<file path="src/rtl/alu_inv_pkg.sv">
package alu_inv_pkg;

  typedef enum logic [1:0] {
    SEL_AND  = 2'b00,
    SEL_OR   = 2'b01,
    SEL_SUM  = 2'b10,
    SEL_LESS = 2'b11
  } alu_sel_e;

  typedef struct packed {
    logic     inv_a;
    logic     inv_b;
    alu_sel_e sel;
  } alu_ctrl_t;

endpackage

</file>
<file path="src/rtl/alu_operand_prep.sv">
module alu_operand_prep #(
  parameter int WIDTH = 32
) (
  input  logic [WIDTH-1:0] a_i,
  input  logic [WIDTH-1:0] b_i,
  input  logic             inv_a_i,
  input  logic             inv_b_i,
  output logic [WIDTH-1:0] x_o,
  output logic [WIDTH-1:0] y_o
);

  for (genvar i = 0; i < WIDTH; i++) begin : g_bit
    assign x_o[i] = a_i[i] ^ inv_a_i;
    assign y_o[i] = b_i[i] ^ inv_b_i;
  end

endmodule

</file>
<file path="src/rtl/alu_logic_unit.sv">
module alu_logic_unit #(
  parameter int WIDTH = 32
) (
  input  logic [WIDTH-1:0] x_i,
  input  logic [WIDTH-1:0] y_i,
  output logic [WIDTH-1:0] and_o,
  output logic [WIDTH-1:0] or_o
);

  assign and_o = x_i & y_i;
  assign or_o  = x_i | y_i;

endmodule

</file>
<file path="src/rtl/alu_prefix_adder.sv">
// Parallel-prefix (log-depth) adder with signed overflow from top carries.
module alu_prefix_adder #(
  parameter int WIDTH = 32
) (
  input  logic [WIDTH-1:0] x_i,
  input  logic [WIDTH-1:0] y_i,
  input  logic             cin_i,
  output logic [WIDTH-1:0] sum_o,
  output logic             ovf_o
);

  localparam int LVL = (WIDTH > 1) ? $clog2(WIDTH) : 1;
  localparam int MSB = WIDTH - 1;

  logic [WIDTH-1:0] gen [LVL+1];
  logic [WIDTH-1:0] prp [LVL];
  logic [WIDTH:0]   cry;

  assign prp[0] = x_i ^ y_i;
  // carry-in folded into bit 0 generate
  assign gen[0][0] = (x_i[0] & y_i[0]) | (prp[0][0] & cin_i);
  if (WIDTH > 1) begin : g_gen0
    assign gen[0][WIDTH-1:1] = x_i[WIDTH-1:1] & y_i[WIDTH-1:1];
  end

  for (genvar l = 0; l < LVL; l++) begin : g_lvl
    localparam int SPAN = 1 << l;
    for (genvar i = 0; i < WIDTH; i++) begin : g_bit
      if (i >= SPAN) begin : g_merge
        assign gen[l+1][i] = gen[l][i] | (prp[l][i] & gen[l][i-SPAN]);
        if (l + 1 < LVL) begin : g_p
          assign prp[l+1][i] = prp[l][i] & prp[l][i-SPAN];
        end
      end else begin : g_pass
        assign gen[l+1][i] = gen[l][i];
        if (l + 1 < LVL) begin : g_p
          assign prp[l+1][i] = prp[l][i];
        end
      end
    end
  end

  assign cry[0] = cin_i;
  assign cry[WIDTH:1] = gen[LVL];

  assign sum_o = prp[0] ^ cry[WIDTH-1:0];
  assign ovf_o = cry[MSB] ^ cry[MSB+1];

endmodule

</file>
<file path="src/rtl/inv_alu.sv">
module inv_alu
  import alu_inv_pkg::*;
#(
  parameter int WIDTH = 32
) (
  input  logic [WIDTH-1:0] a_i,
  input  logic [WIDTH-1:0] b_i,
  input  logic [3:0]       ctrl_i,
  output logic [WIDTH-1:0] result_o,
  output logic             zero_o,
  output logic             ovf_o
);

  localparam int MSB = WIDTH - 1;

  alu_ctrl_t        ctl;
  logic [WIDTH-1:0] x, y, and_r, or_r, sum_r;
  logic             add_ovf, less;

  assign ctl = alu_ctrl_t'(ctrl_i);

  alu_operand_prep #(.WIDTH(WIDTH)) u_prep (
    .a_i(a_i), .b_i(b_i), .inv_a_i(ctl.inv_a), .inv_b_i(ctl.inv_b),
    .x_o(x), .y_o(y)
  );

  alu_logic_unit #(.WIDTH(WIDTH)) u_logic (
    .x_i(x), .y_i(y), .and_o(and_r), .or_o(or_r)
  );

  alu_prefix_adder #(.WIDTH(WIDTH)) u_add (
    .x_i(x), .y_i(y), .cin_i(ctl.inv_b), .sum_o(sum_r), .ovf_o(add_ovf)
  );

  // overflow-corrected sign gives true signed compare
  assign less = sum_r[MSB] ^ add_ovf;

  always_comb begin
    unique case (ctl.sel)
      SEL_AND:  result_o = and_r;
      SEL_OR:   result_o = or_r;
      SEL_SUM:  result_o = sum_r;
      default:  result_o = {{(WIDTH-1){1'b0}}, less};
    endcase
  end

  assign zero_o = ~|result_o;
  assign ovf_o  = add_ovf & (ctl.sel == SEL_SUM);

endmodule

</file>
<file path="config.mk">
export PLATFORM = sky130hd
export DESIGN_NAME = inv_alu
export DESIGN_NICKNAME = d
export VERILOG_FILES = /design/src/rtl/alu_inv_pkg.sv /design/src/rtl/alu_operand_prep.sv /design/src/rtl/alu_logic_unit.sv /design/src/rtl/alu_prefix_adder.sv /design/src/rtl/inv_alu.sv
export SDC_FILE = /design/constraint.sdc
export NUM_CORES = 1
export LEC_CHECK = 0
export BUFFER_PORTS_ARGS = -buffer_cell sky130_fd_sc_hd__buf_2
export CORE_ASPECT_RATIO = 1.25
export CORE_MARGIN = 2
export CORE_UTILIZATION = 55
export DETAILED_ROUTE_END_ITERATION = 12
export GPL_ROUTABILITY_DRIVEN = 0
export GPL_TIMING_DRIVEN = 0
export PLACE_DENSITY = 0.85
export SYNTH_ARGS = -nofsm -noshare
export SYNTH_HDL_FRONTEND = slang
export SYNTH_SLANG_ARGS = --single-unit
export TNS_END_PERCENT = 20
</file>
<file path="constraint.sdc">
create_clock -name vclk -period 11
set_input_delay 3.3 -clock vclk [all_inputs]
set_output_delay 3.3 -clock vclk [all_outputs]
set_load 0.05 [all_outputs]
</file>
# Word level (Yosys, flattened, before mapping)
# Index checks and enable logic that the tools add are counted.
op_classes:
  eq_ne: 2
  n_reduce_logical: 3
  n_mux: 1
  bitwise: 431
ops:
  columns: ["operator", "count"]
  rows:
  - ["bitwise AND 1 bit", 230]
  - ["OR 1 bit", 130]
  - ["case mux 32 bit (3 select lines)", 1]
  - ["XOR 1 bit", 66]
  - ["XOR 32 bit", 2]
  - ["bitwise AND 32 bit", 1]
  - ["OR 32 bit", 1]
  - ["OR reduction 32 bit", 1]
  - ["bitwise AND 31 bit", 1]
  - ["== test 2 x 1 -> 1 bit, second input constant", 1]
  - ["== test 2 bit, second input constant", 1]
  - ["logical NOT 2 bit", 1]
  - ["logical NOT 1 bit", 1]
totals:
  register_bits: 0
  inputBits: 68
  elab_cells: 437
  output_inout_bits: 34

# Depth between registers and ports, before layout
depth:
  depth_word: 19
  mapped_depth: 14
  ltp_nobuf: 12

# Cells and area by module
# Synthesis repeated with hierarchy kept, for this count alone.
hier_totals:
  cells_unflattened: 471
  hier_area_um2: 3664.8
modules_own_cells:
  columns: ["mod", "instances", "area_each_um2", "cells_each", "seq_area_each_um2"]
  rows:
  - ["alu_prefix_adder", 1, 1702.9, 239, 0.0]
  - ["inv_alu", 1, 818.3, 96, 0.0]
  - ["alu_operand_prep", 1, 703.2, 72, 0.0]
  - ["alu_logic_unit", 1, 440.4, 64, 0.0]

# Least setup slack after synthesis
# Ideal clock, no wire load.
synth_timing:
  kind: "input to output"
  from: "input port ctrl_i[2]"
  to: "output port zero_o"
  arrival_time_ns: 7.248
  setup_slack_ns: 0.452
  n_path_buf: 3
  stages: 14
  t_required_ns: 7.700
  cell_sequence: "buf_2 -> buf_1 -> xor2_1 -> ha_1 -> clkbuf_1 -> and4_1 -> and3_1 -> a22oi_2 -> o211ai_4 -> a21o_2 -> o221ai_1 -> a2111oi_2 -> o2111ai_1 -> nor2_1"
synth_between:
  elab_chain_cells: 19
  elab_cells_between_ends: 401
  cone_classes: "1 x mux; 398 x bitwise; 2 x reduce/logical"
synth_rtl:
  columns: ["item", "line", "rtl"]
  rows:
  - ["start, declared", "inv_alu.sv:8", "input logic [3:0] ctrl_i,"]
  - ["XOR 1 bit", "alu_operand_prep.sv:14", "assign y_o[i] = b_i[i] ^ inv_b_i;"]
  - ["XOR 32 bit", "alu_prefix_adder.sv:19", "assign prp[0] = x_i ^ y_i;"]
  - ["bitwise AND 1 bit", "alu_prefix_adder.sv:21", "assign gen[0][0] = (x_i[0] & y_i[0]) | (prp[0][0] & cin_i);"]
  - ["OR 1 bit", "alu_prefix_adder.sv:21", null]
  - ["bitwise AND 1 bit", "alu_prefix_adder.sv:30", "assign gen[l+1][i] = gen[l][i] | (prp[l][i] & gen[l][i-SPAN]);"]
  - ["OR 1 bit", "alu_prefix_adder.sv:30", null]
  - ["bitwise AND 1 bit", "alu_prefix_adder.sv:30", null]
  - ["OR 1 bit", "alu_prefix_adder.sv:30", null]
  - ["[4 not listed]", null, null]
  - ["bitwise AND 1 bit", "alu_prefix_adder.sv:30", null]
  - ["OR 1 bit", "alu_prefix_adder.sv:30", null]
  - ["XOR 1 bit", "alu_prefix_adder.sv:47", "assign ovf_o = cry[MSB] ^ cry[MSB+1];"]
  - ["XOR 1 bit", "inv_alu.sv:36", "assign less = sum_r[MSB] ^ add_ovf;"]
  - ["case mux 32 bit (3 select lines) (*)", "inv_alu.sv:39", "unique case (ctl.sel)"]
  - ["named net result_o[0]", "inv_alu.sv:9", "output logic [WIDTH-1:0] result_o,"]
  - ["OR reduction 32 bit (*)", "inv_alu.sv:47", "assign zero_o = ~|result_o;"]
  - ["logical NOT 1 bit (*)", "inv_alu.sv:47", null]
  - ["end, declared", "inv_alu.sv:10", "output logic zero_o,"]
# Mark *: on every way through the listed nets, which the timed path passes. The rest lies on a longest branch.

# Worst setup path in the final report
layout_timing:
  from: "input port ctrl_i[3]"
  to: "output port zero_o"
layout_between:
  elab_chain_cells: 19
  elab_cells_between_ends: 401
  cone_classes: "1 x mux; 398 x bitwise; 2 x reduce/logical"
layout_rtl:
  columns: ["item", "line", "rtl"]
  rows:
  - ["XOR 1 bit", "alu_operand_prep.sv:13", "assign x_o[i] = a_i[i] ^ inv_a_i;"]
  - ["XOR 32 bit", "alu_prefix_adder.sv:19", null]
  - ["bitwise AND 1 bit", "alu_prefix_adder.sv:21", null]
  - ["OR 1 bit", "alu_prefix_adder.sv:21", null]
  - ["bitwise AND 1 bit", "alu_prefix_adder.sv:30", null]
  - ["OR 1 bit", "alu_prefix_adder.sv:30", null]
  - ["bitwise AND 1 bit", "alu_prefix_adder.sv:30", null]
  - ["OR 1 bit", "alu_prefix_adder.sv:30", null]
  - ["[3 not listed]", null, null]
  - ["OR 1 bit", "alu_prefix_adder.sv:30", null]
  - ["bitwise AND 1 bit", "alu_prefix_adder.sv:30", null]
  - ["OR 1 bit", "alu_prefix_adder.sv:30", null]
  - ["XOR 1 bit", "alu_prefix_adder.sv:47", null]
  - ["XOR 1 bit", "inv_alu.sv:36", null]
  - ["case mux 32 bit (3 select lines) (*)", "inv_alu.sv:39", null]
  - ["OR reduction 32 bit (*)", "inv_alu.sv:47", null]
  - ["logical NOT 1 bit (*)", "inv_alu.sv:47", null]
# Mark *: on every way between the ends. The rest lies on a longest branch, timed or not.

==> Flow_metrics.wiki <==
{| class="wikitable"
! Metric !! Value
|-
| Type of origin of the critical path || input port
|-
| Area share of the largest cell type after synthesis || 18.3%
|-
| Number of endpoints failing setup at the final stage || 0
|-
| Max-slew headroom || 42.4%
|-
| Cell with the biggest individual delay on the critical path || sky130_fd_sc_hd__clkbuf_1
|-
| Count of maximum capacitance violations || 0
|-
| Sum of overflow across all layers after global routing || 0
|-
| Number of sequential cells in the layout || 0
|-
| Period utilization || 98.0%
|-
| Placeable core region || 7790 um^2
|-
| Sequential cell area || 0 um^2
|-
| Setup repair after global routing missed its margin || false
|-
| Endpoint class of the critical path || output port
|-
| CP Data Arrival Time || 7.48 ns
|-
| CP Buf/Inv Count || 3
|-
| Number of max-slew violations in the final report || 0
|-
| Category of cells accounting for the largest share of critical-path delay || compound AO/OA/AOI/OAI gates
|-
| Minimum hold slack || 7.37 ns
|-
| Standby leakage power || 2.55 nW
|-
| Maximum fanout along the worst path || 10
|-
| First-pass DRT Iterations || 5
|-
| Net count after synthesis || 779
|-
| Critical setup path kind || in2out
|-
| Via density || 6.49
|-
| Post-Syn Area || 4390 um^2
|-
| FILL cells || 748
|-
| Average wire length per cell after detail routing || 17.3 um
|-
| Via count of the first global-routing pass || 5,181
|-
| Gate count after technology mapping || 646
|-
| DP HPWL || 11.8 mm
|-
| Post-synth top cells || 80 x sky130_fd_sc_hd__inv_1, 66 x sky130_fd_sc_hd__xor2_1, 64 x sky130_fd_sc_hd__ha_1
|-
| Width of the die || 83.9 um
|-
| Number of buffer cells added on primary ports || 99
|-
| Die area || 8710 um^2
|-
| Transition at the pin with the smallest max-transition slack || 0.864 ns
|-
| Average footprint of a synthesized cell || 6.79 um^2
|-
| Tightest Hold Check Type || in2out
|-
| Detailed Route WL || 14.6 mm
|-
| Required time at the endpoint of the critical path || 7.70 ns
|-
| CTS Hold Bufs || 0
|-
| Top area cells in the synthesized netlist || sky130_fd_sc_hd__ha_1 18%, sky130_fd_sc_hd__xor2_1 13%, sky130_fd_sc_hd__inv_1 6.8%, sky130_fd_sc_hd__o21ai_0 5.4%, sky130_fd_sc_hd__nand2_1 5.0%
|-
| Count of endpoints failing hold in the final timing report || 0
|-
| Pin count of the biggest net entering global routing || 11
|-
| Die Span Y || 104 um
|-
| Setup TNS || 0 ns
|-
| Status || finished clean
|-
| DRC violation count after routing || 0
|-
| Initial antenna violation count || 0
|-
| Min Clock Period, post-route || 10.78 ns
|-
| Global-route wire length before repair || 23.6 mm
|-
| Number of nets in the final layout || 880
|-
| Critical path cell sequence || buf_6 > clkbuf_1 > xor2_1 > fa_1 > a21o_1 > a221o_1 > a31o_2 > a21oi_1 > mux2i_1 > o2111ai_1 > nor4b_1 > nand4_1 > nor2_1 > buf_2
|-
| First DRT Iteration DRCs || 507
|-
| Proportion of layout cells with a drive suffix above 1 || 17.9%
|-
| Maximum single-stage delay on the critical path || 0.59 ns
|-
| Number of warning messages in the yosys log || 0
|-
| FMAX || 92.7 MHz
|-
| Count of distinct cell types in the synthesized netlist || 75
|-
| Number of primary I/O pins || 102
|-
| Starting utilization of the core area || 56.3%
|-
| Most instantiated library cell after synthesis || sky130_fd_sc_hd__inv_1
|-
| Sequential element share of the synthesized area || 0%
|-
| Combined global-route utilization of all metal layers || 31.7%
|-
| Num rows || 36
|-
| Antenna Violating Nets Remaining || 0
|-
| Total inserted antenna cells || 0
|-
| Peak supply drop || 0.0772 mV
|-
| Synth area leader || sky130_fd_sc_hd__ha_1
|-
| Power per unit of standard cell area || 101 nW/um^2
|-
| Layout overhead on the synthesized area || 14.1%
|-
| Total number of vias || 5,450
|-
| Clock buffers || 0
|}
[layer usage]
| layer | part of all wire, % | wire length (um) | GRT usage [%] | vias to the layer above |
|---|---|---|---|---|
| met2 | 48 | 6920 | 57.6 | 429 |
| met1 | 35 | 5110 | 36.0 | 2426 |
| met4 | 6.9 | 1000 | 17.3 | 0 |
| met3 | 10 | 1520 | 3.02 | 109 |
| li1 | - | - | - | 2486 |
| met5 | 0 | 0 | 0 | - |
[metrics by stage]
step | utilization, % | area (um^2) | total power, W | worst slack (ns) | instances
3_3_place_gp | 64.2 | 5000 | 0.000478 | 0.274 | 840
3_5_place_dp | 64.2 | 5000 | 0.000491 | 0.241 | 840
6_report | 64.2 | 5000 | 0.000506 | 0.218 | 840
2_1_floorplan | - | 4390 | 0.000378 | 0.452 | 646
5_1_grt | 64.2 | 5000 | 0.000542 | 0.0911 | 840
4_1_cts | 64.2 | 5000 | 0.000493 | 0.227 | 840
[repair_timing]
| item | 4_1_cts | 5_1_grt |
|---|---|---|
| setup buffers | 0 | 0 |
| setup endpoints to repair | 0 | 1 |
| endpoints found under the hold margin | 0 | 0 |
| gates resized for setup | 0 | 4 |
[tightest hold or removal path, delay by kind of cell]
family | cells | cell delay (ns)
xor gates and xnor gates | 1 | 0.07
and+or+nand+nor | 1 | 0.05
buffers and inverters | 3 | 0.35
AOI/OAI and AO/OA | 2 | 0.14
adders and majority gates | 1 | 0.15
[final cells by class]
cell class	count	area (um^2)	share of cell area [%]
Buffer	44	238	4.75
Inverter	81	304	6.08
Multi-Input combinational cell	521	3850	76.9
Tap cell	95	119	2.38
Timing Repair Buffer	99	495	9.90
[cells by family after synthesis]
group           after synthesis  share of synthesized area (%)
compound gates              195                           31.0
xor+xnor                     80                           16.4
fa+ha+maj                    65                           18.7
buf+inv                     125                           12.3
mux                           8                           1.83
simple gates                173                           19.8
[placed cells by master, fill, tap and decap left out, types with 6 or more instances in the layout]
cell type,instances
sky130_fd_sc_hd__xnor2_1,13
sky130_fd_sc_hd__o22ai_1,8
sky130_fd_sc_hd__a21o_1,15
sky130_fd_sc_hd__nor4_1,8
sky130_fd_sc_hd__nand3_1,15
sky130_fd_sc_hd__nor2_1,30
sky130_fd_sc_hd__o21a_1,6
sky130_fd_sc_hd__nand2_1,59
sky130_fd_sc_hd__a211oi_1,12
sky130_fd_sc_hd__clkbuf_1,25
sky130_fd_sc_hd__buf_2,103
sky130_fd_sc_hd__nor3_1,9
sky130_fd_sc_hd__o211ai_1,11
sky130_fd_sc_hd__o21ai_0,47
sky130_fd_sc_hd__nand4_1,16
sky130_fd_sc_hd__mux2i_1,8
sky130_fd_sc_hd__a21oi_1,35
sky130_fd_sc_hd__buf_4,6
sky130_fd_sc_hd__inv_1,80
sky130_fd_sc_hd__xor2_1,66
sky130_fd_sc_hd__ha_1,64
[power breakdown]
group / internal (W) / total [W] / switching, W
Clock: 0 / 0 / 0
Combinational: 0.000170 / 0.000506 / 0.000337
Sequential: 0 / 0 / 0
Total: 0.000170 / 0.000506 / 0.000337
[path summary, 6_finish.rpt]
kind	startpoint	end	slack, ns	cells past startpoint
min	a_i[8]	result_o[8]	7.37	8
max	ctrl_i[3]	zero_o	0.22	14
(Power assumes the default switching activity.)
